===== src/rtl/sysbus_arb_pkg.sv =====
package sysbus_arb_pkg;
  localparam int NREQ = 5;

  // isolate the lowest set bit
  function automatic logic [NREQ-1:0] lowest_bit(input logic [NREQ-1:0] v);
    return v & (~v + 1'b1);
  endfunction

  // per-requester deny mask from the control word (processor cannot be denied)
  function automatic logic [NREQ-1:0] deny_of(input logic [31:0] w);
    return {w[0], w[2], w[4], w[6], 1'b0};
  endfunction

  // per-requester preference bits from the control word
  function automatic logic [NREQ-1:0] pref_of(input logic [31:0] w);
    return {w[1], w[3], w[5], w[7], w[9]};
  endfunction

  // first candidate strictly above the last grant, else wrap to the lowest
  function automatic logic [NREQ-1:0] rr_pick(input logic [NREQ-1:0] cand,
                                              input logic [NREQ-1:0] last);
    logic [NREQ-1:0] above;
    logic [NREQ-1:0] hi;
    above = ~((last << 1) - 1'b1);
    hi    = cand & above;
    return (hi != '0) ? lowest_bit(hi) : lowest_bit(cand);
  endfunction
endpackage


===== src/rtl/sysbus_arb_cfg.sv =====
module sysbus_arb_cfg
  import sysbus_arb_pkg::*;
#(
  parameter int TMO_W   = 13,
  parameter int TMO_LSB = 16
) (
  input  logic             clk,
  input  logic             rst_n,
  input  logic             we,
  input  logic [31:0]      wdata,
  output logic [NREQ-1:0]  deny_mask,
  output logic [NREQ-1:0]  pref_oh,
  output logic [TMO_W-1:0] tmo_limit
);
  logic [NREQ-1:0] deny_q;
  logic [NREQ-1:0] pref_q;
  logic [TMO_W-1:0] tmo_q;
  logic unused_wbits;

  assign unused_wbits = ^wdata;

  always_ff @(posedge clk) begin
    if (!rst_n) begin
      deny_q <= {{(NREQ-1){1'b1}}, 1'b0};
      pref_q <= '0;
      tmo_q  <= '0;
    end else if (we) begin
      deny_q <= deny_of(wdata);
      pref_q <= pref_of(wdata);
      tmo_q  <= wdata[TMO_LSB +: TMO_W];
    end
  end

  assign deny_mask = deny_q;
  assign pref_oh   = lowest_bit(pref_q);
  assign tmo_limit = tmo_q;
endmodule


===== src/rtl/sysbus_arb_pick.sv =====
module sysbus_arb_pick
  import sysbus_arb_pkg::*;
(
  input  logic [NREQ-1:0] cand,
  input  logic [NREQ-1:0] last,
  input  logic [NREQ-1:0] pref_oh,
  input  logic            pref_turn,
  output logic [NREQ-1:0] pick,
  output logic            pref_win
);
  always_comb begin
    pref_win = pref_turn && ((pref_oh & cand) != '0);
    pick     = pref_win ? pref_oh : rr_pick(cand, last);
  end
endmodule


===== src/rtl/sysbus_arb_timer.sv =====
module sysbus_arb_timer #(
  parameter int TMO_W = 13
) (
  input  logic             clk,
  input  logic             rst_n,
  input  logic             start,
  input  logic             busy,
  input  logic             done,
  input  logic             stat_rd,
  input  logic [TMO_W-1:0] limit,
  output logic             tmo_hit,
  output logic             tmo_flag
);
  logic [TMO_W-1:0] cnt;

  assign tmo_hit = busy && !done && (limit != '0) && (cnt == limit - 1'b1);

  always_ff @(posedge clk) begin
    if (!rst_n) begin
      cnt      <= '0;
      tmo_flag <= 1'b0;
    end else begin
      if (start)
        cnt <= '0;
      else if (busy && !done)
        cnt <= cnt + 1'b1;
      if (tmo_hit)
        tmo_flag <= 1'b1;
      else if (stat_rd)
        tmo_flag <= 1'b0;
    end
  end
endmodule


===== src/rtl/sysbus_arbiter.sv =====
module sysbus_arbiter
  import sysbus_arb_pkg::*;
#(
  parameter int TMO_W   = 13,
  parameter int TMO_LSB = 16
) (
  input  logic            clk,
  input  logic            rst_n,
  input  logic            cfg_we,
  input  logic [31:0]     cfg_wdata,
  input  logic [NREQ-1:0] req,
  input  logic            done,
  input  logic            stat_rd,
  output logic [NREQ-1:0] grant,
  output logic            tmo_status
);
  logic [NREQ-1:0]  deny_mask;
  logic [NREQ-1:0]  pref_oh;
  logic [TMO_W-1:0] tmo_limit;
  logic [NREQ-1:0]  cand;
  logic [NREQ-1:0]  pick;
  logic [NREQ-1:0]  last_q;
  logic             pref_turn;
  logic             pref_win;
  logic             arb_fire;
  logic             bus_busy;
  logic             tmo_hit;

  sysbus_arb_cfg #(.TMO_W(TMO_W), .TMO_LSB(TMO_LSB)) u_cfg (
    .clk(clk), .rst_n(rst_n), .we(cfg_we), .wdata(cfg_wdata),
    .deny_mask(deny_mask), .pref_oh(pref_oh), .tmo_limit(tmo_limit)
  );

  assign cand     = req & ~deny_mask;
  assign bus_busy = (grant != '0);
  assign arb_fire = !bus_busy && (cand != '0);

  sysbus_arb_pick u_pick (
    .cand(cand), .last(last_q), .pref_oh(pref_oh), .pref_turn(pref_turn),
    .pick(pick), .pref_win(pref_win)
  );

  sysbus_arb_timer #(.TMO_W(TMO_W)) u_timer (
    .clk(clk), .rst_n(rst_n), .start(arb_fire), .busy(bus_busy),
    .done(done), .stat_rd(stat_rd), .limit(tmo_limit),
    .tmo_hit(tmo_hit), .tmo_flag(tmo_status)
  );

  always_ff @(posedge clk) begin
    if (!rst_n) begin
      grant     <= '0;
      last_q    <= NREQ'(1) << (NREQ-1);
      pref_turn <= 1'b1;
    end else if (arb_fire) begin
      grant     <= pick;
      last_q    <= pick;
      pref_turn <= ~pref_turn;
    end else if (bus_busy && (done || tmo_hit)) begin
      grant     <= '0;
    end
  end
endmodule


===== config.mk =====
export PLATFORM = sky130hd
export DESIGN_NAME = sysbus_arbiter
export DESIGN_NICKNAME = d
export VERILOG_FILES = /design/src/rtl/sysbus_arb_pkg.sv /design/src/rtl/sysbus_arb_cfg.sv /design/src/rtl/sysbus_arb_pick.sv /design/src/rtl/sysbus_arb_timer.sv /design/src/rtl/sysbus_arbiter.sv
export SDC_FILE = /design/constraint.sdc
export NUM_CORES = 1
export LEC_CHECK = 0
export BUFFER_PORTS_ARGS = -buffer_cell sky130_fd_sc_hd__buf_2
export CAP_MARGIN = 20
export CORE_ASPECT_RATIO = 1.4
export CORE_UTILIZATION = 56
export CTS_BUF_LIST = sky130_fd_sc_hd__clkbuf_16
export DETAILED_ROUTE_END_ITERATION = 8
export PLACE_DENSITY = 0.86
export SLEW_MARGIN = 20
export SYNTH_ARGS = -nofsm -noshare
export SYNTH_HDL_FRONTEND = slang
export SYNTH_SLANG_ARGS = --single-unit
export TNS_END_PERCENT = 10

===== constraint.sdc =====
create_clock -name clk -period 2.7 [get_ports clk]
set_input_delay 0.54 -clock clk [delete_from_list [all_inputs] [get_ports clk]]
set_output_delay 0.54 -clock clk [all_outputs]
set_load 0.01 [all_outputs]

# Word level (Yosys, flattened, before mapping)
# Index checks and enable logic that the tools add are counted.
# word_totals
elab_cells	51
latch_bits	0
mem_bits_ro	0
n_memories	0
reg_bits	46
ram_bits	0
input_bits	42
# op_classes
magnitude_cmp	0
n_mul	0
n_reduce_logical	17
n_div	0
eq_ne	1
mux	6
n_addsub	6
shifts	0
bitwise	13
# ops
cell	n
bitwise AND 5 bit	6
NOT 5 bit	5
2-to-1 mux 5 bit	4
nonzero test 5 bit	4
adder 5 x 1 -> 5 bit (second input constant)	3
adder 13 x 1 -> 13 bit (second input constant)	1
equality test 13 bit	1
nonzero test 13 bit	1
subtractor 13 x 1 -> 13 bit (second input constant)	1
logical AND 1 bit	6
subtractor 5 x 1 -> 5 bit (second input constant)	1
nonzero test 2 bit	2
zero test 1 bit	2
2-to-1 mux 1 bit	2
NOT 1 bit	2
OR reduction 2 bit	1
logical OR 1 bit	1

# Longest topological paths before layout
# logic_depth
depth_word	9
depth_mapped	8
mapped_depth_nobuf	8

# Hierarchy
# A second synthesis with hierarchy kept.
# unflattened
hier_cells	295
hier_area_um2	2695.1
# modules_own_cells
mod	cells_per_inst	seq_area_each_um2	n_inst	area_each_um2
sysbus_arb_timer	133	280.3	1	1074.8
sysbus_arb_cfg	79	440.4	1	900.9
sysbus_arbiter	52	220.2	1	493.0
sysbus_arb_pick	31	0.0	1	226.5

# Least setup slack after synthesis
# Ideal clock, no wire load.
# synth_path
path_kind	reg2reg
from	register u_cfg.tmo_q[0], in the netlist u_cfg.tmo_limit[0]
to	register grant[0]
n_path_buf	0
required_time_ns	2.572
period_less_slack_ns	2.378
slack_ns	0.322
arrival_ns	2.250
path_stages_with_launch	8
path_cell_list	dfxtp_1 inv_1 ha_1 or3b_2 o21a_1 or4_2 o21ai_0 nand3_1
# synth_between
elab_chain_cells	6
word_cells_on_any_way	8
classes_between	add/sub: 1; eq/ne: 1; reduce/logical: 6
# synth_lines
element	line_no	source
from (decl)	sysbus_arb_cfg.sv:17	logic [TMO_W-1:0] tmo_q;
from (signal assigned)	sysbus_arb_cfg.sv:30	tmo_q <= wdata[TMO_LSB +: TMO_W];
subtractor 13 x 1 -> 13 bit / nonzero test 13 bit (equally long branches)	sysbus_arb_timer.sv:16	assign tmo_hit = busy && !done && (limit != '0) && (cnt == limit - 1'b1);
equality test 13 bit / logical AND 1 bit (equally long branches)	sysbus_arb_timer.sv:16	
logical AND 1 bit (*)	sysbus_arb_timer.sv:16	
logical OR 1 bit (*)	sysbus_arbiter.sv:58	end else if (bus_busy && (done || tmo_hit)) begin
logical AND 1 bit (*)	sysbus_arbiter.sv:58	
nonzero test 2 bit (no line) (*)	--	
to (signal assigned)	sysbus_arbiter.sv:55	grant <= pick;
to (decl)	sysbus_arbiter.sv:14	output logic [NREQ-1:0] grant,
# Every way passes the cells marked *; elsewhere a longest branch is shown, timed or not.
# A chain may end at the register's enable or synchronous reset.

# Worst setup path after layout
# layout_path
from	register u_cfg.tmo_q[0], in the netlist u_cfg.tmo_limit[0]
to	register grant[2]
# The elaborated chain is that of the path after synthesis.

==> metrics.yaml <==
status:
  outcome: "complete, no violations"
routing:
  vias: 2268
  drt_iter0_markers: 143
  drt-met1-wl_um: 2230
  wl_met3_um: 217
  routed_wl_um: 5640
  remaining_drc_errors: 0
  drt-wirelength-per-cell_um: 14.4
  firstDrtPassIters: 4
  via_per_inst: 5.80
  ant_nets: 0
  topRoutingLayerUsed: "met4"
  wl_met2_um: 3060
placed_design:
  hpwl_um: 4200
  gp_congestion: 0.888
  pre_cts_slack_ps: 172
  dp_cells: 383
  port_buffers: 37
clock_network:
  clock_path_buffers: 2
  cts_tree: "done"
  hold_buffers: 0
  clk_latency_ps: 290
  cts_htree_levels: 2
  cts_made_buffers: 5
  clock-sinks: 46
  path_clk_slew_ps: 60
  ctsRootBufferMaster: "clkbuf_16"
global_route:
  grt_pass1_vias: 2161
  antenna_found_initial: 0
  grt_max_degree: 34
  grt_overflow: 0
  grtUsageTotal: 0.236
  grt_pass1_wl_um: 9160
synth:
  synth_top_area_frac: 0.349
  post-synth-top-area-cell: "dfxtp_1"
  synthTopCellsByArea: "dfxtp_1 (35%), mux2i_1 (9.9%), nor2b_1 (6.4%)"
  yosysMostFrequentCell: "dfxtp_1"
  synthFlopType: "dfxtp_1"
  yosysWarnings: 0
  ys_types: 54
  yosys-top-cells-count: "dfxtp_1 (46), nor2b_1 (27), mux2i_1 (26)"
  synthesis.area_um2: 2640
  syn_avg_cell_area_um2: 8.93
  ys_seq_elements: 46
  seq_area_frac_synth: 0.349
  syn_inst: 295
  synth_nets: 341
  async_reset_ff_frac: 0
  synth_edf_count: 0
sta:
  setup_viol: 0
  final-max-slew-violation-count: 0
  fin_skew_ps: 3.91
  worst_pin_slew_ps: 652
  setup_tns_ps: 0
  whs_ps: 462
  setup_ws_ps: 188
  fmax_ghz: 0.398
  max-slew-margin-rel: 0.565
  rsz0062_at_grt: "no"
  period_needed_ps: 2510
  period_share: 0.930
  hold_viol_final: 0
pwr:
  pwr-share-comb: 0.161
  ir_worst_vdd_v: 0.000357
  p_leak_nw: 1.26
  p_sw_w: 0.000444
  clkPwrFrac: 0.404
  seq_power_share: 0.435
  powerDensity_nw_per_um2: 570
  intPower_w: 0.00128
  sw_frac_of_total: 0.258
finish:
  fillCellCount: 362
  layout.nets: 374
  drive_gt1_frac: 0.179
  syn_to_final_growth_pct: 14.9
  finalNonFillerCells: 391
  diodes: 0
  post-route-util: 0.667
run:
  maxCapViolCount: 0
hold_path:
  hold_start: "last_q[3]"
  hold_class: "reg2reg"
  worstHoldEndpoint: "last_q[3]"
  whs_path_depth: 2
floorplan:
  num_rows: 29
  die_y_um: 83.2
  start_util: 0.581
  die_w_um: 60.0
  core_area_um2: 4540
  die-area_um2: 4990
  ios: 48
worst_setup_path:
  path_max_fanout: 6
  cp.required_ps: 2850
  rrSetupSlack_ps: 190
  cp.arrival_ps: 2670
  reg2reg_depth: 7
  start_kind: "register"
  end_kind: "register"
  r2r-end: "grant[2]"
  reg2reg_from: "u_cfg.tmo_limit[0]"
  critPathKind: "reg2reg"
[per-stage QoR]
step,instance area [um^2],total power (W)
after floorplan,2640,0.000959
after global placement,2850,0.00103
after detailed placement,2850,0.00104
after CTS,3020,0.00173
after global routing,3030,0.00179
final,3030,0.00172
[cell families after synthesis]
family          Yosys count  share of synthesized area
simple gates            136                      0.302
flops                    46                      0.349
buf+inv                  19                     0.0309
mux                      26                     0.0988
compound gates           35                      0.103
fa+ha+maj                 4                     0.0190
xor+xnor                 29                     0.0964
[cell type report]
class | count | area [um^2] | area share
multi-input combinational | 230 | 1640 | 0.540
sequential | 46 | 921 | 0.304
timing repair buffer | 39 | 200 | 0.0661
clock buffer | 5 | 125 | 0.0413
tap | 62 | 77.6 | 0.0256
clock inverter | 3 | 45.0 | 0.0149
inverter | 6 | 22.5 | 0.00744
[layer usage]
metal,GRT usage,vias up
li1,-,1117
met1,0.238,1073
met2,0.439,65
met3,0.0405,13
met4,0.114,0
met5,0,-
[registers in the layout, summed over array words and instances, names as in the netlist]
register,count
grant,5
last_q,4
pref_turn,1
u_cfg.deny_mask,4
u_cfg.pref_q,5
u_cfg.tmo_limit,13
u_timer.cnt,13
u_timer.tmo_flag,1
[power by group through the flow]
stage | Combinational, W | Sequential (W) | Clock, W
3_3_place_gp | 0.000265 | 0.000763 | 0
3_5_place_dp | 0.000273 | 0.000765 | 0
6_report | 0.000278 | 0.000750 | 0.000697
5_1_grt | 0.000304 | 0.000754 | 0.000732
4_1_cts | 0.000276 | 0.000749 | 0.000708
2_1_floorplan | 0.000207 | 0.000752 | 0
[worst max-delay path, stage by stage, from the launching register on]
cell and delay (ps):
dfxtp_1 350, inv_1 100, ha_2 240, or3b_2 540, o21a_1 190, or4_2 680
nor2_4 180, o211ai_1 110
[repair_timing]
| item | CTS | global route |
|---|---|---|
| hold endpoints to repair | 0 | 0 |
| setup buffers | 0 | 0 |
| gates resized for setup | 0 | 1 |
| endpoints found under the setup margin | 0 | 2 |
[how the worst max path moves through the flow]
stage / startpoint / end / slack [ps] / cells past startpoint
5_1_grt: u_cfg.tmo_limit[0] / grant[2] / 60 / 7
4_1_cts: u_cfg.tmo_limit[0] / grant[2] / 160 / 7
6_report: u_cfg.tmo_limit[0] / grant[2] / 190 / 7
3_5_place_dp: u_cfg.tmo_limit[0] / grant[2] / 170 / 7
2_1_floorplan: u_cfg.tmo_limit[0] / grant[0] / 320 / 7
3_3_place_gp: u_cfg.tmo_limit[0] / grant[1] / 220 / 7
[cells in the final DEF (no fill, tap or decap), drive strengths merged, types with 8 or more instances in the layout]
cell | synthesis | routed
dfxtp | 46 | 46
mux2i | 26 | 26
nor2 | 22 | 22
nor2b | 27 | 27
xor2 | 14 | 14
o21ai | 8 | 8
xnor2 | 15 | 15
nand4 | 8 | 8
buf | 5 | 39
nand2 | 22 | 22
nand3 | 9 | 9
Power figures use the tool's default switching activity.
